$ cat config.mk
export PLATFORM = sky130hd
export DESIGN_NAME = pll_reprog_seq
export DESIGN_NICKNAME = d
export VERILOG_FILES = /design/src/rtl/pll_seq_pkg.sv /design/src/rtl/pll_seq_word.sv /design/src/rtl/pll_seq_ctl.sv /design/src/rtl/pll_seq_timer.sv /design/src/rtl/pll_reprog_seq.sv
export SDC_FILE = /design/constraint.sdc
export NUM_CORES = 1
export LEC_CHECK = 0
export BUFFER_PORTS_ARGS = -buffer_cell sky130_fd_sc_hd__buf_2
export CORE_AREA = 8 8 89 91
export DETAILED_ROUTE_END_ITERATION = 8
export DIE_AREA = 0 0 97 99
export PLACE_DENSITY = 0.91
export SETUP_SLACK_MARGIN = 0.05
export SYNTH_ARGS = -nofsm -noshare
export SYNTH_HDL_FRONTEND = slang
export SYNTH_SLANG_ARGS = --single-unit
$ cat constraint.sdc
create_clock -name clk -period 3.4 [get_ports clk]
set_input_delay 0.34 -clock clk [delete_from_list [all_inputs] [get_ports clk]]
set_output_delay 0.34 -clock clk [all_outputs]
set_load 0.01 [all_outputs]
$ cat src/rtl/pll_seq_pkg.sv
package pll_seq_pkg;

   // control register bit positions (decoded by the PLL)
   localparam int CTL_PD   = 0;
   localparam int CTL_BYP  = 1;
   localparam int CTL_DIN  = 2;
   localparam int CTL_DOUT = 3;
   localparam int CTL_OEN  = 4;

   // status register lock bit
   localparam int STAT_LOCK = 0;

   // byte offsets from the PLL base
   localparam int OFS_STAT = 0;
   localparam int OFS_CTL  = 4;
   localparam int OFS_MUL  = 8;
   localparam int OFS_DIV  = 12;

   typedef enum logic [3:0] {
      SQ_IDLE,
      SQ_RD_CTL,
      SQ_CAP_CTL,
      SQ_WR_PD,
      SQ_WR_MUL,
      SQ_WR_DIV,
      SQ_WR_PU,
      SQ_WAIT,
      SQ_RD_STAT,
      SQ_EVAL,
      SQ_WR_OEN,
      SQ_FIN
   } seq_state_t;

endpackage

$ cat src/rtl/pll_seq_word.sv
module pll_seq_word #(
   parameter int DATA_W   = 32,
   parameter int CODE_W   = 17,
   parameter int SELP_W   = 5,
   parameter int SELI_W   = 6,
   parameter int SELI_LSB = 22
) (
   input  logic [CODE_W-1:0] code,
   input  logic [SELP_W-1:0] selp,
   input  logic [SELI_W-1:0] seli,
   output logic [DATA_W-1:0] word
);
   localparam int SELP_LSB = CODE_W;

   initial begin
      assert (SELP_LSB + SELP_W <= SELI_LSB)
         else $error("proportional field overlaps integral field");
      assert (SELI_LSB + SELI_W <= DATA_W)
         else $error("integral field exceeds data width");
   end

   always_comb begin
      word                        = '0;
      word[CODE_W-1:0]            = code;
      word[SELP_LSB +: SELP_W]    = selp;
      word[SELI_LSB +: SELI_W]    = seli;
   end
endmodule

$ cat src/rtl/pll_seq_ctl.sv
module pll_seq_ctl
   import pll_seq_pkg::*;
#(
   parameter int DATA_W = 32
) (
   input  logic [DATA_W-1:0] ctl_raw,
   output logic [DATA_W-1:0] ctl_down,
   output logic [DATA_W-1:0] ctl_up,
   output logic [DATA_W-1:0] ctl_run
);
   localparam logic [DATA_W-1:0] MODE_MASK =
      (DATA_W'(1) << CTL_BYP) | (DATA_W'(1) << CTL_DIN) |
      (DATA_W'(1) << CTL_DOUT) | (DATA_W'(1) << CTL_OEN);
   localparam logic [DATA_W-1:0] PD_BIT  = DATA_W'(1) << CTL_PD;
   localparam logic [DATA_W-1:0] OEN_BIT = DATA_W'(1) << CTL_OEN;

   initial begin
      assert (DATA_W > CTL_OEN) else $error("control word too narrow");
   end

   always_comb begin
      ctl_down = (ctl_raw & ~MODE_MASK) | PD_BIT;
      ctl_up   = ctl_down & ~PD_BIT;
      ctl_run  = ctl_up | OEN_BIT;
   end
endmodule

$ cat src/rtl/pll_seq_timer.sv
module pll_seq_timer #(
   parameter int POLL_CYC = 1000
) (
   input  logic clk,
   input  logic rst_n,
   input  logic load,
   output logic expired
);
   initial begin
      assert (POLL_CYC >= 1) else $error("poll interval must be at least one cycle");
   end

   generate
      if (POLL_CYC == 1) begin : g_single
         logic run_q;
         always_ff @(posedge clk or negedge rst_n) begin
            if (!rst_n) run_q <= 1'b0;
            else        run_q <= load;
         end
         assign expired = run_q;
      end else begin : g_count
         localparam int CW = $clog2(POLL_CYC + 1);
         logic [CW-1:0] cnt_q;
         logic          run_q;
         always_ff @(posedge clk or negedge rst_n) begin
            if (!rst_n) begin
               cnt_q <= '0;
               run_q <= 1'b0;
            end else if (load) begin
               cnt_q <= CW'(POLL_CYC - 1);
               run_q <= 1'b1;
            end else if (run_q) begin
               if (cnt_q == '0) run_q <= 1'b0;
               else             cnt_q <= cnt_q - 1'b1;
            end
         end
         assign expired = run_q && (cnt_q == '0);


         cnt_range_chk: assert property (@(posedge clk) disable iff (!rst_n)
            run_q |-> (cnt_q < CW'(POLL_CYC)));
      end
   endgenerate
endmodule

$ cat src/rtl/pll_reprog_seq.sv
module pll_reprog_seq
   import pll_seq_pkg::*;
#(
   parameter int          DATA_W    = 32,
   parameter int          ADDR_W    = 4,
   parameter int          CODE_W    = 17,
   parameter int          SELP_W    = 5,
   parameter int          SELI_W    = 6,
   parameter int          SELI_LSB  = 22,
   parameter int          POLL_CYC  = 1000,
   parameter int          MAX_POLLS = 4,
   parameter logic [31:0] DIV_ONE   = 32'h0030_2062
) (
   input  logic              clk,
   input  logic              rst_n,
   input  logic              start,
   input  logic [CODE_W-1:0] mul_code,
   input  logic [SELP_W-1:0] bw_prop,
   input  logic [SELI_W-1:0] bw_int,
   output logic              bus_req,
   output logic              bus_we,
   output logic [ADDR_W-1:0] bus_addr,
   output logic [DATA_W-1:0] bus_wdata,
   input  logic [DATA_W-1:0] bus_rdata,
   output logic              busy,
   output logic              done,
   output logic              error
);
   localparam int TW = $clog2(MAX_POLLS + 1);
   localparam logic [TW-1:0] LAST_TRY = TW'(MAX_POLLS - 1);

   initial begin
      assert (MAX_POLLS >= 1) else $error("need at least one status read");
      assert ((1 << ADDR_W) > OFS_DIV) else $error("address too narrow for register map");
      assert (DATA_W >= 32) else $error("data width below divider word");
   end

   seq_state_t        state_q, state_d;
   logic [DATA_W-1:0] ctl_q;
   logic [CODE_W-1:0] code_q;
   logic [SELP_W-1:0] selp_q;
   logic [SELI_W-1:0] seli_q;
   logic [TW-1:0]     tries_q;
   logic              fail_q;

   logic [DATA_W-1:0] mul_word, ctl_down, ctl_up, ctl_run;
   logic              tmr_load, tmr_expired;
   logic              locked;

   pll_seq_word #(
      .DATA_W(DATA_W), .CODE_W(CODE_W), .SELP_W(SELP_W),
      .SELI_W(SELI_W), .SELI_LSB(SELI_LSB)
   ) u_word (
      .code(code_q), .selp(selp_q), .seli(seli_q), .word(mul_word)
   );

   pll_seq_ctl #(.DATA_W(DATA_W)) u_ctl (
      .ctl_raw(ctl_q), .ctl_down(ctl_down), .ctl_up(ctl_up), .ctl_run(ctl_run)
   );

   pll_seq_timer #(.POLL_CYC(POLL_CYC)) u_tmr (
      .clk(clk), .rst_n(rst_n), .load(tmr_load), .expired(tmr_expired)
   );

   assign locked = bus_rdata[STAT_LOCK];

   // next-state logic
   always_comb begin
      state_d  = state_q;
      tmr_load = 1'b0;
      unique case (state_q)
         SQ_IDLE:    if (start) state_d = SQ_RD_CTL;
         SQ_RD_CTL:  state_d = SQ_CAP_CTL;
         SQ_CAP_CTL: state_d = SQ_WR_PD;
         SQ_WR_PD:   state_d = SQ_WR_MUL;
         SQ_WR_MUL:  state_d = SQ_WR_DIV;
         SQ_WR_DIV:  state_d = SQ_WR_PU;
         SQ_WR_PU: begin
            state_d  = SQ_WAIT;
            tmr_load = 1'b1;
         end
         SQ_WAIT:    if (tmr_expired) state_d = SQ_RD_STAT;
         SQ_RD_STAT: state_d = SQ_EVAL;
         SQ_EVAL: begin
            if (locked)                   state_d = SQ_WR_OEN;
            else if (tries_q == LAST_TRY) state_d = SQ_FIN;
            else begin
               state_d  = SQ_WAIT;
               tmr_load = 1'b1;
            end
         end
         SQ_WR_OEN:  state_d = SQ_FIN;
         SQ_FIN:     state_d = SQ_IDLE;
         default:    state_d = SQ_IDLE;
      endcase
   end

   always_ff @(posedge clk or negedge rst_n) begin
      if (!rst_n) begin
         state_q <= SQ_IDLE;
         ctl_q   <= '0;
         code_q  <= '0;
         selp_q  <= '0;
         seli_q  <= '0;
         tries_q <= '0;
         fail_q  <= 1'b0;
      end else begin
         state_q <= state_d;
         if (state_q == SQ_IDLE && start) begin
            code_q  <= mul_code;
            selp_q  <= bw_prop;
            seli_q  <= bw_int;
            tries_q <= '0;
            fail_q  <= 1'b0;
         end
         if (state_q == SQ_CAP_CTL) ctl_q <= bus_rdata;
         if (state_q == SQ_EVAL && !locked) begin
            if (tries_q == LAST_TRY) fail_q <= 1'b1;
            else                     tries_q <= tries_q + 1'b1;
         end
      end
   end

   // register port drive
   always_comb begin
      bus_req   = 1'b0;
      bus_we    = 1'b0;
      bus_addr  = '0;
      bus_wdata = '0;
      unique case (state_q)
         SQ_RD_CTL: begin
            bus_req  = 1'b1;
            bus_addr = ADDR_W'(OFS_CTL);
         end
         SQ_WR_PD: begin
            bus_req = 1'b1; bus_we = 1'b1;
            bus_addr = ADDR_W'(OFS_CTL); bus_wdata = ctl_down;
         end
         SQ_WR_MUL: begin
            bus_req = 1'b1; bus_we = 1'b1;
            bus_addr = ADDR_W'(OFS_MUL); bus_wdata = mul_word;
         end
         SQ_WR_DIV: begin
            bus_req = 1'b1; bus_we = 1'b1;
            bus_addr = ADDR_W'(OFS_DIV); bus_wdata = DATA_W'(DIV_ONE);
         end
         SQ_WR_PU: begin
            bus_req = 1'b1; bus_we = 1'b1;
            bus_addr = ADDR_W'(OFS_CTL); bus_wdata = ctl_up;
         end
         SQ_RD_STAT: begin
            bus_req  = 1'b1;
            bus_addr = ADDR_W'(OFS_STAT);
         end
         SQ_WR_OEN: begin
            bus_req = 1'b1; bus_we = 1'b1;
            bus_addr = ADDR_W'(OFS_CTL); bus_wdata = ctl_run;
         end
         default: ;
      endcase
   end

   assign busy  = (state_q != SQ_IDLE);
   assign done  = (state_q == SQ_FIN);
   assign error = done && fail_q;


   pd_write_clears_chk: assert property (@(posedge clk) disable iff (!rst_n)
      (bus_req && bus_we && bus_addr == ADDR_W'(OFS_CTL) && bus_wdata[CTL_PD])
         |-> (bus_wdata[CTL_OEN:CTL_BYP] == '0));


   oen_after_lock_chk: assert property (@(posedge clk) disable iff (!rst_n)
      (bus_req && bus_we && bus_addr == ADDR_W'(OFS_CTL) && bus_wdata[CTL_OEN])
         |-> $past(bus_rdata[STAT_LOCK]));


   stat_read_gap_chk: assert property (@(posedge clk) disable iff (!rst_n)
      (bus_req && !bus_we && bus_addr == ADDR_W'(OFS_STAT)) |-> $past(!bus_req));


   done_pulse_chk: assert property (@(posedge clk) disable iff (!rst_n)
      done |=> !done);


   error_needs_done_chk: assert property (@(posedge clk) disable iff (!rst_n)
      error |-> done);


   hold_fields_chk: assert property (@(posedge clk) disable iff (!rst_n)
      (busy && start) |=> ($stable(code_q) && $stable(selp_q) && $stable(seli_q)));

endmodule

* Word-level counts from Yosys, hierarchy flattened
Cells that the tools add are included.
** Word-level totals
- Output and inout bits :: 41
- Word-level logic and storage cells :: 64
- Input port bits :: 63
- Register bits after elaboration :: 79
** Cells by class
- $add $sub $neg :: 2
- Reductions and logical operators :: 14
- Muxes and demuxes :: 24
- Equality and inequality tests :: 15
** Operator list (number)
- $pmux 32 s5 :: 1
- $pmux 4 s11 :: 1
- $mux 10 :: 3
- $eq 4x3->1 const B :: 4
- $eq 4x4->1 const B :: 4
- $mux 4 :: 4
- $pmux 4 s3 :: 1
- $logic_not 10->1 :: 1
- $mux 1 :: 10
- $sub 10x1->10 const B :: 1
- $mux 3 :: 3
- $eq 4x2->1 const B :: 2
- $reduce_or 7->1 :: 1
- $ne 2x2->1 const B :: 3
- $reduce_or 5->1 :: 1
- $eq 4x1->1 const B :: 1
- $logic_and 1x1->1 :: 4
- $logic_not 4->1 :: 1
- $reduce_and 2->1 :: 2
- $reduce_bool 4->1 :: 1
- $reduce_or 4->1 :: 1
- $add 3x1->3 const B :: 1
- $eq 3x2->1 const B :: 1
- $pmux 1 s2 :: 1
- other kinds (2) :: 2

* Logic depth before layout (Yosys ltp)
Gate-level depths: netlist (run 1).
- Depth in word-level cells :: 6
- Depth in mapped cells :: 7
- Gate-level depth less buffers :: 6

* Hierarchy
From an unflattened synthesis (run 1), not the netlist that was laid out.
** Unflattened totals
- Cells, all modules :: 539
- Area total of the unflattened synthesis :: 5327.6 um2
** By module, submodules not included
- pll_reprog_seq :: cells each 336, instances 1, sequential area each 1701.6 um2, area each 3694.8 um2
- pll_seq_ctl :: cells each 98, instances 1, sequential area each 0.0 um2, area each 728.2 um2
- pll_seq_timer :: cells each 72, instances 1, sequential area each 275.3 um2, area each 660.6 um2
- pll_seq_word :: cells each 33, instances 1, sequential area each 0.0 um2, area each 244.0 um2

* Worst setup path after synthesis (run 1)
Ideal clock, no wire load.
- Path type :: flip-flop to output port
- Start :: register state_q[1]
- End :: output port bus_wdata[11]
- Stages on the path, launching flop included :: 5
- Arrival time :: 1.717 ns
- Buffers on the path :: 2
- Setup slack :: 1.343 ns
- Cell sequence :: dfrtp_1 -> clkbuf_1 -> nor3_1 -> clkbuf_1 -> a22o_1
** Between the ends
- Cells in the longest elaborated chain, start to end :: 2
- Elaborated cells between the ends (all ways) :: 6
- Classes of those cells :: eq/ne (5); mux (1)
** RTL lines
- start, declared :: line pll_reprog_seq.sv:38 : seq_state_t state_q, state_d;
- start signal, assigned :: line pll_reprog_seq.sv:108 : state_q <= state_d;
- $eq 4x4->1, or another cell as far along :: line pll_reprog_seq.sv:130 : unique case (state_q)
- $pmux 32 s5 * :: line pll_reprog_seq.sv:130
- end, declared :: line pll_reprog_seq.sv:23 : output logic [DATA_W-1:0] bus_wdata,
Every way passes the cells marked *; elsewhere a longest branch is shown, timed or not.

* Worst setup path after layout (run 1)
- Start :: register state_q[2]
- End :: output port bus_wdata[21]
Same word-level chain as after synthesis.

==> results.md, run 1 <==
* Run status: finished clean
* Wire length per cell at 17.5 um
* Synthesis Warnings at 0
* Period Utilization, post-route at 77.8%
* Total number of clock tree sinks at 74
* RSZ-0062 raised after global routing: false
* Global-route wire length before repair at 13900 um
* Cells taking the most area after synthesis: sky130_fd_sc_hd__dfrtp_1 53%, sky130_fd_sc_hd__mux2_2 18%, sky130_fd_sc_hd__a22o_1 4.5%, sky130_fd_sc_hd__nand2_1 3.1%, sky130_fd_sc_hd__o21ai_0 1.9%
* Synth-to-Final Area Change at 22.3%
* Core area at 6570 sq um
* Total half-perimeter wirelength after legalization and detailed placement at 6020 um
* Leak Pwr at 2.27 nW
* Transition time at the pin with the least slew margin at 875 ps
* Util after Layout at 64.7%
* Starting utilization of the core area at 52.9%
* Number of diodes at 0
* Total gr overflow at 0
* Number of nets with antenna violations after detailed routing at 0
* Fill count at 489
* Nature of the critical path endpoint: output port
* Clock insertion delay at the later pin of the skew report at 350 ps
* Maximum number of pins on one net before global-route repair at 42
* Most frequently used flop master after synthesis: sky130_fd_sc_hd__dfrtp_1
* DRT Wirelength at 8430 um
* Floorplan die width at 97 um
* Max Buffers Root-to-Sink at 2
* Routed via count at 2668
* Area of the multi-input gates at 1540 sq um
* Clock transition at the registers of the reported paths at 80 ps
* Worst path setup slack after routing at 754 ps
* Area of the die at 9600 sq um
* Number of setup violations in the final report at 0
* Postcts setup bufs at 0
* Fraction of synthesized cell area taken by the top area cell type at 53.3%
* Sequential cell area at 1850 sq um
* CP Data Required Time at 3060 ps
* Via count of the first global-routing pass at 2905
* Startpoint Class: flip-flop
* Maximum achievable frequency at 378 MHz
* Die H at 99 um
* Sequential fraction of the synthesis area at 53.3%
* Netlist area before placement at 3470 sq um
* Top cells by instance count after synthesis: 74 x sky130_fd_sc_hd__dfrtp_1, 55 x sky130_fd_sc_hd__mux2_2, 29 x sky130_fd_sc_hd__nand2_1
* Gates resized, CTS repair at 0
* Mean instance size in the synthesized netlist at 11.6 sq um
* Fraction of layout instances using a drive strength above 1 at 45.0%
* CTS tree: yes
* Library cell with the highest instance count after synthesis: sky130_fd_sc_hd__dfrtp_1
* Path category of the worst min-delay check: primary input to asynchronous set/reset pin
* DRC violation total after the first TritonRoute iteration at 198
* Cell chosen for the clock root: sky130_fd_sc_hd__clkbuf_8
* Async set-or-reset flop fraction in the synthesized netlist at 100%
* Arrival time at the worst endpoint at 2310 ps
* Number of flip-flops and latches in the synthesized netlist at 74
* Count of boundary I/O pins at 104
* Final Wtd Congestion at 0.848
* H-Tree Depth at 3
* Largest clock skew in the final design at 6.91 ps
* DRC violations left at 0
* Post-detailed-route via-to-cell ratio at 5.54
* CP max FO at 15
* Final TNS setup at 0 ps
* Hold-fix buffers at CTS at 0
* Count of buffers inserted at the top-level ports at 97
* Cell count after synthesis at 299
* Worst rel slew slack at 41.6%
* Final net count at 462
* Pins Over Slew Limit at 0
* Minimum period implied by the final worst setup slack at 2650 ps
* Row cnt at 30
* CTS buffer count at 9
* Total power at 1.63 mW
* Number of different library cells in the post-synthesis netlist at 45
* Classification of the worst setup path: flip-flop to output port
* Setup slack after placement at 1170 ps
* Number of violations of the max-capacitance limit at 0
* Cell type contributing the most total cell area after synthesis: sky130_fd_sc_hd__dfrtp_1
* Final Hold Violating Endpoints at 0
* Max VDD drop at 0.357 mV
* Number of flops mapped to enable cells by yosys at 0
* Initial antenna violation count at 0
* Length of the first detailed-routing pass in iterations at 4
* Total global routing track utilization at 17.7%
* Power per cell area at 383 nW/um^2
metrics by stage:
stage / hold slack (ps) / cells / cell area (sq um)
after floorplan: 44.4 / 300 / 3480
after global placement: 457 / 466 / 4050
after detailed placement: 482 / 466 / 4050
after CTS: 128 / 482 / 4250
after global routing: 183 / 482 / 4250
final: 102 / 482 / 4250
logic make-up (layout without fill, tap and decap cells):
kind of cell | Yosys count | in the layout | synth area share [%]
compound gates | 54 | 54 | 11.2
xor+xnor | 5 | 5 | 1.26
fa+ha+maj | 2 | 2 | 0.720
buf+inv | 24 | 126 | 2.88
flops | 74 | 74 | 53.3
mux | 56 | 56 | 18.1
other cells | 1 | 2 | 0.108
simple gates | 83 | 83 | 12.5
final timing paths:
path,startpoint,end,slack [ps],cells past startpoint
max,state_q[2],bus_wdata[21],750,5
min,rst_n,ctl_q[19],100,1
max reg2reg,state_q[0],code_q[14],1270,4
min reg2reg,tries_q[2],fail_q,470,1
max in group asynchronous,rst_n,state_q[0],2520,2
min in group clk,bus_rdata[29],ctl_q[29],220,2
placed cells by master, fill, tap and decap left out, drive strengths merged, types with 5 or more instances in the layout:
master	count
inv	8
o21a	6
nand3	7
a22o	18
buf	103
clkbuf	10
nor3	6
o21ai	13
a21oi	5
nand2	29
and3	5
nor2	14
and2	7
mux2	55
dfrtp	74
worst max-delay path, cell delays in order (launching register included):
cell                       delay [ps]
sky130_fd_sc_hd__dfrtp_1          670
sky130_fd_sc_hd__nand2b_1         210
sky130_fd_sc_hd__nor2_1           590
sky130_fd_sc_hd__o21ai_0          250
sky130_fd_sc_hd__nand2_1          110
sky130_fd_sc_hd__buf_2            130
area by class of cell:
cell class | instances | area share, %
Clock buffer | 10 | 3.24
Inverter | 7 | 0.618
Timing Repair Buffer | 103 | 12.5
Multi-Input combinational cell | 202 | 36.2
Clock inverter | 6 | 1.53
Sequential cell | 74 | 43.6
Tap cell | 80 | 2.36
sequential cells by signal, summed over array words and instances, names as in the netlist:
register,count
u_tmr.g_count.cnt_q,10
selp_q,5
fail_q,1
state_q,4
code_q,17
tries_q,3
ctl_q,27
seli_q,6
u_tmr.g_count.run_q,1
power by group:
group          internal (mW)  leakage (nW)  switching (mW)  total [mW]
combinational         0.0251          1.19          0.0279      0.0530
sequential             0.879         0.985               0       0.879
clock                  0.360         0.103           0.333       0.693
total                   1.26          2.27           0.361        1.63
routing by layer:
| metal | global-route usage, % | share of wire [%] |
|---|---|---|
| met2 | 29.0 | 49 |
| met3 | 6.79 | 6.9 |
| met4 | 6.86 | 2.4 |
| met5 | 0 | 0 |
| met1 | 20.5 | 42 |
No activity file was read; power rests on OpenSTA's default activity.
==> run 2, diff against run 1 <==
--- a/config.mk
+++ b/config.mk
@@ -6,10 +6,10 @@
 export NUM_CORES = 1
 export LEC_CHECK = 0
 export BUFFER_PORTS_ARGS = -buffer_cell sky130_fd_sc_hd__buf_2
-export CORE_AREA = 8 8 89 91
+export CORE_AREA = 8 8 92 94
 export DETAILED_ROUTE_END_ITERATION = 8
-export DIE_AREA = 0 0 97 99
-export PLACE_DENSITY = 0.91
+export DIE_AREA = 0 0 100 102
+export PLACE_DENSITY = 0.86
 export SETUP_SLACK_MARGIN = 0.05
 export SYNTH_ARGS = -nofsm -noshare
 export SYNTH_HDL_FRONTEND = slang
==> constraint.sdc (replaced) <==
create_clock -name clk -period 2.7 [get_ports clk]
set_input_delay 0.27 -clock clk [delete_from_list [all_inputs] [get_ports clk]]
set_output_delay 0.27 -clock clk [all_outputs]
set_load 0.01 [all_outputs]
==> results.md, run 2 (same netlist as run 1, synthesis figures left out) <==
* Run status: finished clean
* Classification of the worst setup path: flip-flop to output port
* Number of nets with antenna violations after detailed routing at 0 (unchanged)
* Delay of the slowest cell on the worst path at 650 ps (-20 ps)
* Initial antenna violation count at 0 (unchanged)
* Final Hold Violating Endpoints at 0 (unchanged)
* Final Wtd Congestion at 0.840 (-0.93%)
* Largest clock skew in the final design at 11.6 ps (+4.68 ps)
* Max VDD drop at 0.247 mV (-31%)
* DRC violations left at 0 (unchanged)
* Max Buffers Root-to-Sink at 2 (unchanged)
* CP delay by family, top: simple AND/OR/NAND/NOR gates
* Most frequent cells in the layout: 97 x sky130_fd_sc_hd__buf_2, 74 x sky130_fd_sc_hd__dfrtp_1, 55 x sky130_fd_sc_hd__mux2_2
* Clock insertion delay at the later pin of the skew report at 350 ps (about the same)
* Fill count at 543 (+11%)
* Wire length per cell at 17.3 um (-1.1%)
* CTS buffer count at 9 (unchanged)
* Via count of the first global-routing pass at 2883 (-0.76%)
* CP max FO at 15 (unchanged)
* Postcts setup bufs at 0 (unchanged)
* Leak Pwr at 2.28 nW (+0.24%)
* Worst path setup slack after routing at 263 ps (-490 ps)
* H-Tree Depth at 3 (unchanged)
* Maximum number of pins on one net before global-route repair at 75 (+79%)
* Cell chosen for the clock root: sky130_fd_sc_hd__clkbuf_8
* Cell area after placement at 4080 sq um (+0.77%)
* Count of boundary I/O pins at 104 (unchanged)
* Nature of the critical path endpoint: output port
* Routed via count at 2711 (+1.6%)
* Final net count at 463 (+0.22%)
* Transition time at the pin with the least slew margin at 916 ps (+40.2 ps)
* RSZ-0062 raised after global routing: false
* Pins Over Slew Limit at 0 (unchanged)
* DRC violation total after the first TritonRoute iteration at 178 (-10%)
* Number of flip-flops under the largest register name at 27 (unchanged)
* Row cnt at 31 (+3.3%)
* DRT Wirelength at 8680 um (+3.0%)
* Arrival time at the worst endpoint at 2170 ps (-140 ps)
* Starting utilization of the core area at 49.2% (-3.7 points)
* Reg with most FFs: ctl_q
* Die H at 102 um (+3.0%)
* Area of the die at 10200 sq um (+6.2%)
* Power per cell area at 504 nW/um^2 (+32%)
* Startpoint Class: flip-flop
* Number of diodes at 0 (unchanged)
* Worst rel slew slack at 39.0% (-2.7 points)
* Total half-perimeter wirelength after legalization and detailed placement at 6050 um (+0.57%)
* Commonest non-fill, non-tap cell in the layout: sky130_fd_sc_hd__buf_2
* CTS tree: yes
* Count of buffers inserted at the top-level ports at 97 (unchanged)
* Floorplan die width at 100 um (+3.1%)
* Total global routing track utilization at 17.5% (-0.24 points)
* Biggest regs: ctl_q (27), code_q (17), u_tmr.g_count.cnt_q (10)
* Number of violations of the max-capacitance limit at 0 (unchanged)
* Total number of clock tree sinks at 74 (unchanged)
* Path category of the worst min-delay check: primary input to asynchronous set/reset pin
* Total gr overflow at 0 (unchanged)
* Fraction of layout instances using a drive strength above 1 at 45.4% (+0.38 points)
* CP Data Required Time at 2430 ps (-630 ps)
* Number of setup violations in the final report at 0 (unchanged)
* Total power at 2.17 mW (+34%)
* Global-route wire length before repair at 14000 um (+0.30%)
* Post-layout instance area at 4310 sq um (+1.5%)
* Setup slack after placement at 472 ps (-698 ps)
* Highest-delay cell along the critical path: sky130_fd_sc_hd__dfrtp_1
* Minimum period implied by the final worst setup slack at 2440 ps
* Core area at 7060 sq um (+7.5%)
* Period Utilization, post-route at 90.2%
* Critical-path cell list: nand2b_1, nor2_1, buf_4, o21ai_0, nand2_1, buf_2
* Final TNS setup at 0 ps (unchanged)
* Post-detailed-route via-to-cell ratio at 5.40 (-2.4%)
* Length of the first detailed-routing pass in iterations at 4 (unchanged)
* Hold slack at 128 ps (+26.2 ps)
* CP Buf/Inv Count at 2 (+1)
* Maximum achievable frequency at 410 MHz
* Clock transition at the registers of the reported paths at 80 ps (about the same)
* Synth-to-Final Area Change at 24.1%
-- run 2: worst paths after layout --
path / startpoint / to / slack (ps) / cells past startpoint
worst max register to register: state_q[0] / u_tmr.g_count.cnt_q[4] / 690 / 5
max in group asynchronous: rst_n / u_tmr.g_count.cnt_q[6] / 1970 / 2
min in group clk: mul_code[7] / code_q[7] / 150 / 2
worst min-delay path: rst_n / code_q[10] / 130 / 2
worst max-delay path: state_q[2] / bus_wdata[21] / 260 / 6
worst min register to register: fail_q / fail_q / 490 / 2
-- run 2: metal layers --
metal | track usage, % | wire (um)
met5 | 0 | 0
met4 | 7.33 | 143
met3 | 4.70 | 612
met2 | 30.1 | 4300
met1 | 20.2 | 3630
-- run 2: repair_timing --
action	CTS	global route
resized for setup	0	1
hold buffers	0	0
setup endpoints to repair	0	27
-- run 2: cell type report --
class                           count  area, sq um  area share [%]
Tap cell                           99          124            2.87
Clock inverter                      5         83.8            1.94
Sequential cell                    74         1850            42.9
Clock buffer                       11          151            3.51
Multi-Input combinational cell    202         1540            35.7
Inverter                            7         26.3           0.609
Timing Repair Buffer              104          538            12.5
-- run 2: power by group --
| group | total (mW) | leakage, nW | internal [mW] | switching (mW) |
|---|---|---|---|---|
| registers | 1.11 | 0.985 | 1.11 | 0 |
| clock network | 0.998 | 0.112 | 0.574 | 0.424 |
| logic | 0.0687 | 1.18 | 0.0309 | 0.0378 |
-- run 2: per-stage QoR --
stage                     util (%)  std cells
after global placement        57.8        486
after global routing          61.1        502
after floorplan                  -        300
final                         61.1        502
after CTS                     61.1        502
after detailed placement      57.8        486
==> run 3, diff against run 2 <==
--- a/config.mk
+++ b/config.mk
@@ -5,10 +5,11 @@
 export SDC_FILE = /design/constraint.sdc
 export NUM_CORES = 1
 export LEC_CHECK = 0
+export ABC_AREA = 1
 export BUFFER_PORTS_ARGS = -buffer_cell sky130_fd_sc_hd__buf_2
-export CORE_AREA = 8 8 92 94
+export CORE_AREA = 8 8 94 96
 export DETAILED_ROUTE_END_ITERATION = 8
-export DIE_AREA = 0 0 100 102
+export DIE_AREA = 0 0 102 104
 export PLACE_DENSITY = 0.86
 export SETUP_SLACK_MARGIN = 0.05
 export SYNTH_ARGS = -nofsm -noshare
==> results.md, run 3 <==
* Classification of the worst setup path: flip-flop to output port
* Worst path setup slack after routing at 293 ps (+29.3 ps)
* DRT Wirelength at 9390 um (+8.2%)
* CP delay by family, top: flip-flops
* R2R Path Start: state_q[0]
* Setup slack of the worst register-to-register path at 1000 ps (+310 ps)
* Critical-path cell list: nand2_1, inv_1, a21oi_4, buf_4, o21ai_0, buf_2
* Length of the first detailed-routing pass in iterations at 5 (+1)
* CP Buf/Inv Count at 3 (+1)
* DRC violations left at 0 (unchanged)
* Hold EP: selp_q[2]
* CP Data Required Time at 2430 ps (about the same)
* Number of violations of the max-capacitance limit at 0 (unchanged)
* Die H at 104 um (+2.0%)
* Wire length per cell at 14.0 um (-19%)
* Most frequently used flop master after synthesis: sky130_fd_sc_hd__dfrtp_1
* Total half-perimeter wirelength after legalization and detailed placement at 6560 um (+8.3%)
* Arrival time at the worst endpoint at 2140 ps (-30 ps)
* Synthesis Warnings at 0 (unchanged)
* CP max FO at 28 (+13)
* Reg with most FFs: ctl_q
* Startpoint Class: flip-flop
* Biggest regs: ctl_q (27), code_q (17), u_tmr.g_count.cnt_q (10)
* Worst min-delay path startpoint: bw_prop[2]
* CTS tree: yes
* Fraction of synthesized cell area taken by the top area cell type at 49.5% (-3.8 points)
* Peak-usage layer in the global routing report: met2
* Postcts setup bufs at 0 (unchanged)
* Commonest non-fill, non-tap cell in the layout: sky130_fd_sc_hd__nand2_1
* Reg-to-Reg End: u_tmr.g_count.cnt_q[1]
* Path category of the worst min-delay check: primary input to flip-flop
* Synth-to-Final Area Change at 19.3%
* Run status: finished clean
* Leak Pwr at 2.54 nW (+12%)
* Pins Over Slew Limit at 0 (unchanged)
* Async set-or-reset flop fraction in the synthesized netlist at 100% (unchanged)
* Area of the die at 10600 sq um (+4.0%)
* Number of nets with antenna violations after detailed routing at 0 (unchanged)
* Mean instance size in the synthesized netlist at 7.95 sq um (-32%)
* Period Utilization, post-route at 89.2% (-1.1 points)
* Count of boundary I/O pins at 104 (unchanged)
* H-Tree Depth at 3 (unchanged)
* Max Buffers Root-to-Sink at 2 (unchanged)
* Fraction of met3 tracks used by global routing at 5.69% (+0.99 points)
* Sequential fraction of the synthesis area at 49.5% (-3.8 points)
* Routed via count at 3425 (+26%)
* Total global routing track utilization at 19.0% (+1.5 points)
* Delay of the slowest cell on the worst path at 650 ps (about the same)
* Top cells by instance count after synthesis: 130 x sky130_fd_sc_hd__nand2_1, 74 x sky130_fd_sc_hd__dfrtp_1, 52 x sky130_fd_sc_hd__nor2_1
* CTS buffer count at 9 (unchanged)
* Minimum period implied by the final worst setup slack at 2410 ps (-29.3 ps)
* Clock transition at the registers of the reported paths at 80 ps (about the same)
* RSZ-0062 raised after global routing: false
* Nature of the critical path endpoint: output port
* Number of flip-flops and latches in the synthesized netlist at 74 (unchanged)
* Largest clock skew in the final design at 7.61 ps (-3.98 ps)
* Most frequent cells in the layout: 130 x sky130_fd_sc_hd__nand2_1, 97 x sky130_fd_sc_hd__buf_2, 74 x sky130_fd_sc_hd__dfrtp_1
* Maximum achievable frequency at 415 MHz (+1.2%)
* Cell type contributing the most total cell area after synthesis: sky130_fd_sc_hd__dfrtp_1
* Total number of clock tree sinks at 74 (unchanged)
* Count of cells along the worst hold path at 3
* Worst rel slew slack at 60.7% (+22 points)
* Fraction of layout instances using a drive strength above 1 at 26.1% (-19 points)
* Global-route wire length before repair at 16300 um (+17%)
* Power per cell area at 448 nW/um^2 (-11%)
* Cell count after synthesis at 471 (+58%)
* Total gr overflow at 0 (unchanged)
* Clock insertion delay at the later pin of the skew report at 350 ps (about the same)
* Core area at 7450 sq um (+5.5%)
* Row cnt at 32 (+3.2%)
* Count of buffers inserted at the top-level ports at 97 (unchanged)
* Via count of the first global-routing pass at 3677 (+28%)
* Met2 usage at 30.9% (+0.82 points)
* Final Wtd Congestion at 0.863 (+2.8%)
* Crit path depth at 6 (unchanged)
* R2R depth at 8 (+3)
* Starting utilization of the core area at 50.3% (+1.0 points)
* Maximum number of pins on one net before global-route repair at 75 (unchanged)
* Highest-delay cell along the critical path: sky130_fd_sc_hd__dfrtp_1
* Number of flip-flops under the largest register name at 27 (unchanged)
* Transition time at the pin with the least slew margin at 588 ps (-328 ps)
* Number of setup violations in the final report at 0 (unchanged)
* Post-detailed-route via-to-cell ratio at 5.10 (-5.6%)
* Setup slack after placement at 643 ps (+171 ps)
* DRC violation total after the first TritonRoute iteration at 255 (+43%)
* Final net count at 631 (+36%)
* Library cell with the highest instance count after synthesis: sky130_fd_sc_hd__nand2_1
* Number of diodes at 0 (unchanged)
* Grt met1 use at 22.7% (+2.6 points)
* Max VDD drop at 0.343 mV (+39%)
* Final TNS setup at 0 ps (unchanged)
* Final Hold Violating Endpoints at 0 (unchanged)
* Number of different library cells in the post-synthesis netlist at 29 (-36%)
* Cell chosen for the clock root: sky130_fd_sc_hd__clkbuf_8
* Initial antenna violation count at 0 (unchanged)
* Netlist area before placement at 3740 sq um (+7.7%)
* Cells taking the most area after synthesis: sky130_fd_sc_hd__dfrtp_1 49%, sky130_fd_sc_hd__nand2_1 13%, sky130_fd_sc_hd__nand3_1 5.5%, sky130_fd_sc_hd__nor2_1 5.2%, sky130_fd_sc_hd__inv_1 5.1%
* Floorplan die width at 102 um (+2.0%)
* Number of flops mapped to enable cells by yosys at 0 (unchanged)
## run 3: cell count changes after synthesis, sizes merged, moves of 14 or more
cell,delta
a21oi,+25
a22o,-18
buf,+14
inv,+48
mux2,-55
nand2,+106
nand3,+34
nor2,+45
o21ai,+29
## run 3: per-stage QoR
stage	hold WS (ps)	cells	utilization, %	instance area (sq um)	power, mW
floorplan	-25.6	472	-	3750	1.18
global placement	332	656	57.5	4280	1.25
detailed placement	342	656	57.5	4280	1.25
CTS	107	672	59.9	4460	2.01
global route	99.9	672	59.9	4460	2.07
finish	108	672	59.9	4460	2.00
## run 3: repair_timing
| action | 4_1_cts | 5_1_grt |
|---|---|---|
| hold buffers | 1 | 0 |
| resized for setup | 0 | 0 |
| hold endpoints to repair | 74 | 0 |
## run 3: area by class of cell
cell class / count / area (sq um)
clock inverter: 3 / 15.0
timing repair buffer: 104 / 553
fill: 672 / 2980
inverter: 55 / 206
multi-input combinational: 322 / 1550
sequential: 74 / 1850
tap: 102 / 128
clock buffer: 12 / 155
## run 3: routing by layer
layer	up-vias	share of wire, %	wire length (um)
li1	1676	-	-
met2	131	47	4460
met4	0	1.8	173
met3	13	8.0	752
met1	1605	43	4010
met5	-	0	0
## run 3: worst max path at each step
stage	endpoint	startpoint	slack [ps]
final	bus_wdata[22]	state_q[0]	290
after detailed placement	bus_wdata[18]	state_q[0]	640
after global routing	bus_wdata[25]	state_q[0]	120
after CTS	bus_wdata[18]	state_q[0]	280
after global placement	bus_wdata[22]	state_q[0]	690
after floorplan	bus_wdata[12]	state_q[0]	1160
## run 3: cells by family after synthesis
group                      count (synthesis)  synth area share (%)
and+or+nand+nor                          241                  28.1
DFF                                       74                  49.5
xor gates and xnor gates                   3                 0.702
buffers and inverters                     76                  9.09
other                                      1                 0.100
adders and majority gates                  2                 0.669
AOI/OAI and AO/OA                         74                  11.9
## run 3: worst register-to-register path, delay by kind of cell, from the launching register on
family | cells | cell delay, ps
AND/OR/NAND/NOR | 6 | 810
flip-flops | 1 | 560
buffers and inverters | 1 | 150
AO/OA/AOI/OAI | 1 | 70
## run 3: power by group
part	internal (mW)	switching (mW)
combinational	0.0425	0.0555
clock	0.375	0.393
sequential	1.13	0.00573
total	1.55	0.455
